File: src/rtl/snoop_inj_pkg.sv
package snoop_inj_pkg;

  // Snoop tracking state for one chip-select period.
  typedef enum logic [1:0] {
    SN_OFF    = 2'd0,  // pass-through, not decoding
    SN_ARMED  = 2'd1,  // next accepted byte is the opcode
    SN_ADDR   = 2'd2,  // counting address bytes
    SN_INJECT = 2'd3   // emitting dummy bytes
  } snoop_state_e;

endpackage

File: src/rtl/snoop_opcode_decode.sv
module snoop_opcode_decode #(
  parameter int UNIT_W = 3
) (
  input  logic [7:0]        opcode,
  output logic [UNIT_W-1:0] units
);

  // Dummy units per opcode; anything unlisted needs none.
  always_comb begin
    case (opcode)
      8'h0B, 8'h3B, 8'h6B, 8'h3C, 8'h6C: units = UNIT_W'(1);
      8'hBB, 8'h0C, 8'hBC:               units = UNIT_W'(2);
      8'hEB, 8'hEC:                      units = UNIT_W'(4);
      default:                           units = '0;
    endcase
  end

endmodule

File: src/rtl/snoop_dummy_counter.sv
module snoop_dummy_counter #(
  parameter int CNT_W = 6
) (
  input  logic             clk,
  input  logic             rst_n,
  input  logic             load,
  input  logic [CNT_W-1:0] load_val,
  input  logic             dec,
  output logic [CNT_W-1:0] cnt,
  output logic             last
);

  logic [CNT_W-1:0] cnt_q, cnt_d;

  always_comb begin
    cnt_d = cnt_q;
    if (load) begin
      cnt_d = load_val;
    end else if (dec && (cnt_q != '0)) begin
      cnt_d = cnt_q - 1'b1;
    end
  end

  always_ff @(posedge clk or negedge rst_n) begin
    if (!rst_n) begin
      cnt_q <= '0;
    end else if (load || dec) begin
      cnt_q <= cnt_d;
    end
  end

  assign cnt  = cnt_q;
  assign last = (cnt_q == CNT_W'(1));

  // a load fixes the remaining dummy count for the next cycle
  a_r5_load_value: assert property (@(posedge clk) disable iff (!rst_n)
    load |=> (cnt_q == $past(load_val)));

  // every sent dummy byte lowers the remaining count by one
  a_r10_step_down: assert property (@(posedge clk) disable iff (!rst_n)
    (dec && !load && (cnt_q != '0)) |=> (cnt_q == $past(cnt_q) - 1'b1));

endmodule

File: src/rtl/snoop_byte_index.sv
module snoop_byte_index #(
  parameter int IDX_W   = 3,
  parameter int IDX_MAX = 5
) (
  input  logic             clk,
  input  logic             rst_n,
  input  logic             set_one,
  input  logic             advance,
  output logic [IDX_W-1:0] idx
);

  logic [IDX_W-1:0] idx_q, idx_d;

  always_comb begin
    idx_d = idx_q;
    if (set_one) begin
      idx_d = IDX_W'(1);
    end else if (advance && (idx_q < IDX_W'(IDX_MAX))) begin
      idx_d = idx_q + 1'b1;
    end
  end

  always_ff @(posedge clk or negedge rst_n) begin
    if (!rst_n) begin
      idx_q <= '0;
    end else if (set_one || advance) begin
      idx_q <= idx_d;
    end
  end

  assign idx = idx_q;

  // the byte index never runs past the trigger position
  a_r9_index_bounded: assert property (@(posedge clk) disable iff (!rst_n)
    (idx_q <= IDX_W'(IDX_MAX)));

endmodule

File: src/rtl/spi_dummy_inject.sv
module spi_dummy_inject #(
  parameter int UNIT_BYTES = 8,
  parameter int MAX_UNITS  = 4,
  parameter int SHORT_ADDR = 3,
  parameter int LONG_ADDR  = 4
) (
  input  logic       clk,
  input  logic       rst_n,
  input  logic       cs_active,
  input  logic       addr4,
  input  logic [7:0] dummy_byte,
  input  logic       in_valid,
  input  logic [7:0] in_data,
  output logic       in_ready,
  output logic       out_valid,
  output logic [7:0] out_data,
  input  logic       out_ready
);

  import snoop_inj_pkg::*;

  localparam int UNIT_W = $clog2(MAX_UNITS + 1);
  localparam int CNT_W  = $clog2(MAX_UNITS * UNIT_BYTES + 1);
  localparam int IDX_W  = $clog2(LONG_ADDR + 2);
  localparam int IDX_MAX = LONG_ADDR + 1;

  snoop_state_e state_q, state_d, cur_state;
  logic         cs_q;
  logic         cs_arm;
  logic         accept;
  logic         trigger;
  logic [UNIT_W-1:0] op_units;
  logic [IDX_W-1:0]  idx;
  logic [IDX_W-1:0]  trig_idx;
  logic              idx_set, idx_adv;
  logic [CNT_W-1:0]  cnt, cnt_load_val;
  logic              cnt_load, cnt_dec, cnt_last;

  snoop_opcode_decode #(.UNIT_W(UNIT_W)) u_decode (
    .opcode (in_data),
    .units  (op_units)
  );

  snoop_byte_index #(.IDX_W(IDX_W), .IDX_MAX(IDX_MAX)) u_index (
    .clk     (clk),
    .rst_n   (rst_n),
    .set_one (idx_set),
    .advance (idx_adv),
    .idx     (idx)
  );

  snoop_dummy_counter #(.CNT_W(CNT_W)) u_count (
    .clk      (clk),
    .rst_n    (rst_n),
    .load     (cnt_load),
    .load_val (cnt_load_val),
    .dec      (cnt_dec),
    .cnt      (cnt),
    .last     (cnt_last)
  );

  // Effective state this cycle: a released select forces pass-through,
  // a fresh select arms the opcode decode in the same cycle.
  assign cs_arm = cs_active && !cs_q;

  always_comb begin
    if (!cs_active) begin
      cur_state = SN_OFF;
    end else if (cs_arm) begin
      cur_state = SN_ARMED;
    end else begin
      cur_state = state_q;
    end
  end

  assign trig_idx     = (addr4 ? IDX_W'(LONG_ADDR) : IDX_W'(SHORT_ADDR)) + IDX_W'(1);
  assign trigger      = (cur_state == SN_ADDR) && (idx >= trig_idx);
  assign cnt_load_val = CNT_W'(op_units * UNIT_BYTES);

  // Byte path
  always_comb begin
    out_data  = in_data;
    out_valid = in_valid;
    in_ready  = out_ready;
    if (cur_state == SN_INJECT) begin
      out_data  = dummy_byte;
      out_valid = 1'b1;
      in_ready  = 1'b0;
    end else if (trigger) begin
      out_valid = 1'b0;
      in_ready  = 1'b1;
    end
  end

  assign accept = in_valid && in_ready;

  // Next-state logic
  always_comb begin
    state_d  = cur_state;
    idx_set  = 1'b0;
    idx_adv  = 1'b0;
    cnt_load = 1'b0;
    cnt_dec  = 1'b0;
    case (cur_state)
      SN_ARMED: begin
        if (accept) begin
          if (op_units == '0) begin
            state_d = SN_OFF;
          end else begin
            state_d  = SN_ADDR;
            idx_set  = 1'b1;
            cnt_load = 1'b1;
          end
        end
      end
      SN_ADDR: begin
        if (accept) begin
          if (trigger) begin
            state_d = SN_INJECT;
          end else begin
            idx_adv = 1'b1;
          end
        end
      end
      SN_INJECT: begin
        if (out_ready) begin
          cnt_dec = 1'b1;
          if (cnt_last) begin
            state_d = SN_OFF;
          end
        end
      end
      default: state_d = SN_OFF;
    endcase
  end

  always_ff @(posedge clk or negedge rst_n) begin
    if (!rst_n) begin
      state_q <= SN_OFF;
      cs_q    <= 1'b0;
    end else begin
      state_q <= state_d;
      cs_q    <= cs_active;
    end
  end

  // a released chip select leaves the tracker off
  a_r2_off_when_released: assert property (@(posedge clk) disable iff (!rst_n)
    !cs_active |=> (state_q == SN_OFF));

  // upstream is stalled for as long as dummies are still owed
  a_r10_hold_off: assert property (@(posedge clk) disable iff (!rst_n)
    (state_q == SN_INJECT && cs_active && cs_q) |-> !in_ready);

  // the placeholder byte is taken but never forwarded
  a_r9_swallow: assert property (@(posedge clk) disable iff (!rst_n)
    (trigger && in_valid) |-> (in_ready && !out_valid));

  // after the last dummy byte the tracker stays off
  a_r11_off_after_last: assert property (@(posedge clk) disable iff (!rst_n)
    (cur_state == SN_INJECT && out_ready && cnt_last) |=> (state_q == SN_OFF));

  // an opcode with no dummies turns snooping off at once
  a_r3_zero_units_off: assert property (@(posedge clk) disable iff (!rst_n)
    (cur_state == SN_ARMED && accept && op_units == '0) |=> (state_q == SN_OFF));

  // while injecting, the offered byte follows the dummy value
  a_r8_dummy_value: assert property (@(posedge clk) disable iff (!rst_n)
    (state_q == SN_INJECT && cs_active && cs_q) |-> (out_valid && out_data == dummy_byte));

endmodule

File: config.mk
export PLATFORM = sky130hd
export DESIGN_NAME = spi_dummy_inject
export DESIGN_NICKNAME = d
export VERILOG_FILES = /design/src/rtl/snoop_inj_pkg.sv /design/src/rtl/snoop_opcode_decode.sv /design/src/rtl/snoop_dummy_counter.sv /design/src/rtl/snoop_byte_index.sv /design/src/rtl/spi_dummy_inject.sv
export SDC_FILE = /design/constraint.sdc
export NUM_CORES = 1
export LEC_CHECK = 0
export CAP_MARGIN = 40
export CORE_MARGIN = 3
export CORE_UTILIZATION = 66
export DETAILED_ROUTE_END_ITERATION = 8
export DONT_BUFFER_PORTS = 1
export GPL_TIMING_DRIVEN = 0
export HOLD_SLACK_MARGIN = 0.06
export PLACE_DENSITY = 0.8
export SYNTH_ARGS = -nofsm -noshare
export SYNTH_HDL_FRONTEND = slang
export SYNTH_SLANG_ARGS = --single-unit
File: constraint.sdc
create_clock -name clk -period 3.7 [get_ports clk]
set_clock_uncertainty 0.2 [all_clocks]
set_input_delay 0.37 -clock clk [delete_from_list [all_inputs] [get_ports clk]]
set_output_delay 0.37 -clock clk [all_outputs]
set_load 0.005 [all_outputs]
==> out/metrics.cfg <==
[clocking]
htreeDepth=1
cts_post_setup_buffers_inserted=0
clkSinkCount=12
insertion_delay_ns=0.28
numCtsBuffers=3
cts_root_buffer=clkbuf_4
cts_buffer_depth=2
cts_resized=0
cts_tree=yes
cts.clk_slew.worst_paths_ns=0.08

[floorplan]
initial_core_util_pct=72.4
fp.dieH_um=44.5
core_um2=1350
die_area_um2=1980
num_rows=13
die_w_um=44.5
pin_count=32

[sta]
relSlewSlack_pct=63.9
setup-violations-final=0
rsz0062_at_grt=no
tns_ns=0
max_freq_mhz=413
hold_viol=0
drv_slew=0
fin_crit_ns=2.42
worst_pin_slew_ns=0.540
finalCritPeriodShare_pct=65.4

[power]
ir_drop_v=0.000226
p_per_area_nw_per_um2=273
p_leak_nw=0.479

[status]
status=complete, no violations

[cells_and_area]
n_antenna_cell=0
layout-drive-gt1-share_pct=9.45
final_util_pct=77.9
final_common_cell=nand2_1
nets=154
instances_no_fill=142
layout_common_cells=nand2_1 (26), nor2_1 (12), dfrtp_1 (12)
area_growth_pct=7.68

[routing]
drc=0
drt-initial-drc-count=20
wire_per_inst_um=14.3
viasPerCell=6.23
drt_wl_total_mm=2.03
antenna_left=0
vias=884
first_pass_iters=4

[critical_path]
cp_slowest_cell=or4b_4
reg2reg_to=u_index.idx[2]
path_cells=inv_1, ha_1, or4b_4, a2111oi_4, nand2_2, xor2_1, nor2_2
path_buf_inv=1
rrSetupSlack_ns=1.28
startpoint_type=flop
crit_family=simple AND/OR/NAND/NOR gates
worstPathRequired_ns=3.65
critPathMaxFanout=4
ff2ff_path_depth=7
reg2reg_from=u_index.idx[0]
critPathArrivalTime_ns=2.37
path_class=flop to flop
critPathCaptureType=flop
slowest_delay_ns=0.55

[logic_synthesis]
syn_area_um2=977
synth-seq-cells=12
yosys_warnings=0
synth_area_per_cell_um2=8.08
synth-seq-area-share_pct=30.7
yosys.area.top_type_share_pct=30.7
synth_top_area_cell=dfrtp_1
synth.distinct_cells=42
postSynthCellCount=121
synthesis.nets=147
ys_top_cells_by_area=dfrtp_1 (31%), nand2_1 (10%), ha_1 (5.1%)

[placement]
port_buffers=0
place_inst=136
place_congestion=0.860
dp_hpwl_mm=1.56

[global_route]
first_global_vias=834
grt_max_degree=13
grt_usage_pct=22.6
grt_pass1_wl_mm=3.33
antenna_found_initial=0
grt-ovfl-total=0

[min_path]
hold_depth=2
hp-start=in_data[3]
whs_endpoint=u_count.cnt[4]
min_path_type=primary input to flop

[flow_run]
cap_violations=0

## what timing repair did
| action | CTS | global route |
|---|---|---|
| hold buffers | 2 | 0 |
| hold endpoints to repair | 14 | 0 |
| setup endpoints to repair | 0 | 0 |
## power breakdown
group | total (W) | internal, W | switching [W]
sequential | 0.000142 | 0.000136 | 0.00000625
combinational | 0.0000424 | 0.0000194 | 0.0000230
clock | 0.000104 | 0.0000598 | 0.0000437
## cell type report
cell class,count,area [um^2]
clock buffers,4,36.3
well taps,15,18.8
inverters,7,26.3
flip-flops and latches,12,300
multi-input cells,100,643
fillers,108,298
plain buffers,2,7.51
repair buffers,2,20.0
## cell families (layout without fill, tap and decap cells)
family	count (synthesis)	in the layout	share of synthesized area, %
fa+ha+maj	4	4	5.12
flops	12	12	30.7
buf+inv	9	15	3.46
compound gates	25	25	20.6
xor+xnor	5	5	4.48
mux	3	3	3.07
simple gates	63	63	32.5
## through the flow
step / area [um^2] / worst slack, ns / total power (W) / hold WS, ns
after global placement: 996 / 1.33 / 0.000180 / -0.125
after detailed placement: 996 / 1.28 / 0.000182 / -0.125
after CTS: 1050 / 1.26 / 0.000291 / 0.0628
final: 1050 / 1.28 / 0.000288 / 0.0689
after global routing: 1050 / 1.18 / 0.000305 / 0.0706
after floorplan: 977 / 1.40 / 0.000176 / -0.126
## layer usage
metal / share of wire (%) / up-vias / GRT usage [%]
met5: 0 / - / 0
li1: - / 441 / -
met2: 49 / 36 / 35.2
met1: 43 / 405 / 29.7
met3: 7.4 / 2 / 4.88
met4: 0.79 / 0 / 10.2
## registers in the layout, indices dropped and copies added (netlist names)
name         cells
state_q          2
u_index.idx      3
u_count.cnt      6
cs_q             1
## Yosys cell counts
cell / instances
o221ai_1: 1
nand2_1: 26
nor2b_1: 3
nand2_2: 1
o2111ai_2: 1
and3_1: 3
a211oi_1: 1
nand3_1: 4
a21oi_1: 3
nor3b_1: 1
or4b_4: 1
and3b_1: 1
nor3_1: 1
clkbuf_1: 2
a21boi_1: 1
o22ai_1: 1
inv_1: 7
nand4_1: 2
nor2_2: 1
o21ai_1: 1
o31ai_1: 1
o21ai_0: 6
o21ai_2: 1
dfrtp_1: 12
o2111ai_1: 1
mux2i_1: 3
ha_1: 4
xnor2_1: 2
or3_1: 1
a21oi_2: 1
o2111a_1: 2
nor2_1: 12
nand2b_1: 1
o21bai_1: 1
xor2_1: 3
a2111oi_4: 1
nor3b_2: 1
o211ai_1: 1
a21o_1: 1
and4_1: 1
nand4b_1: 1
nand3b_1: 2
## how the worst max path moves through the flow
| stage | cells after the start | start | to | slack (ns) |
|---|---|---|---|---|
| after CTS | 7 | u_index.idx[0] | u_index.idx[2] | 1.26 |
| after global routing | 7 | u_index.idx[0] | u_index.idx[2] | 1.18 |
| final | 7 | u_index.idx[0] | u_index.idx[2] | 1.28 |
| after detailed placement | 7 | u_index.idx[0] | u_index.idx[2] | 1.28 |
| after floorplan | 7 | u_index.idx[0] | u_index.idx[2] | 1.40 |
| after global placement | 7 | u_index.idx[0] | u_index.idx[2] | 1.33 |
(Power assumes the default switching activity.)
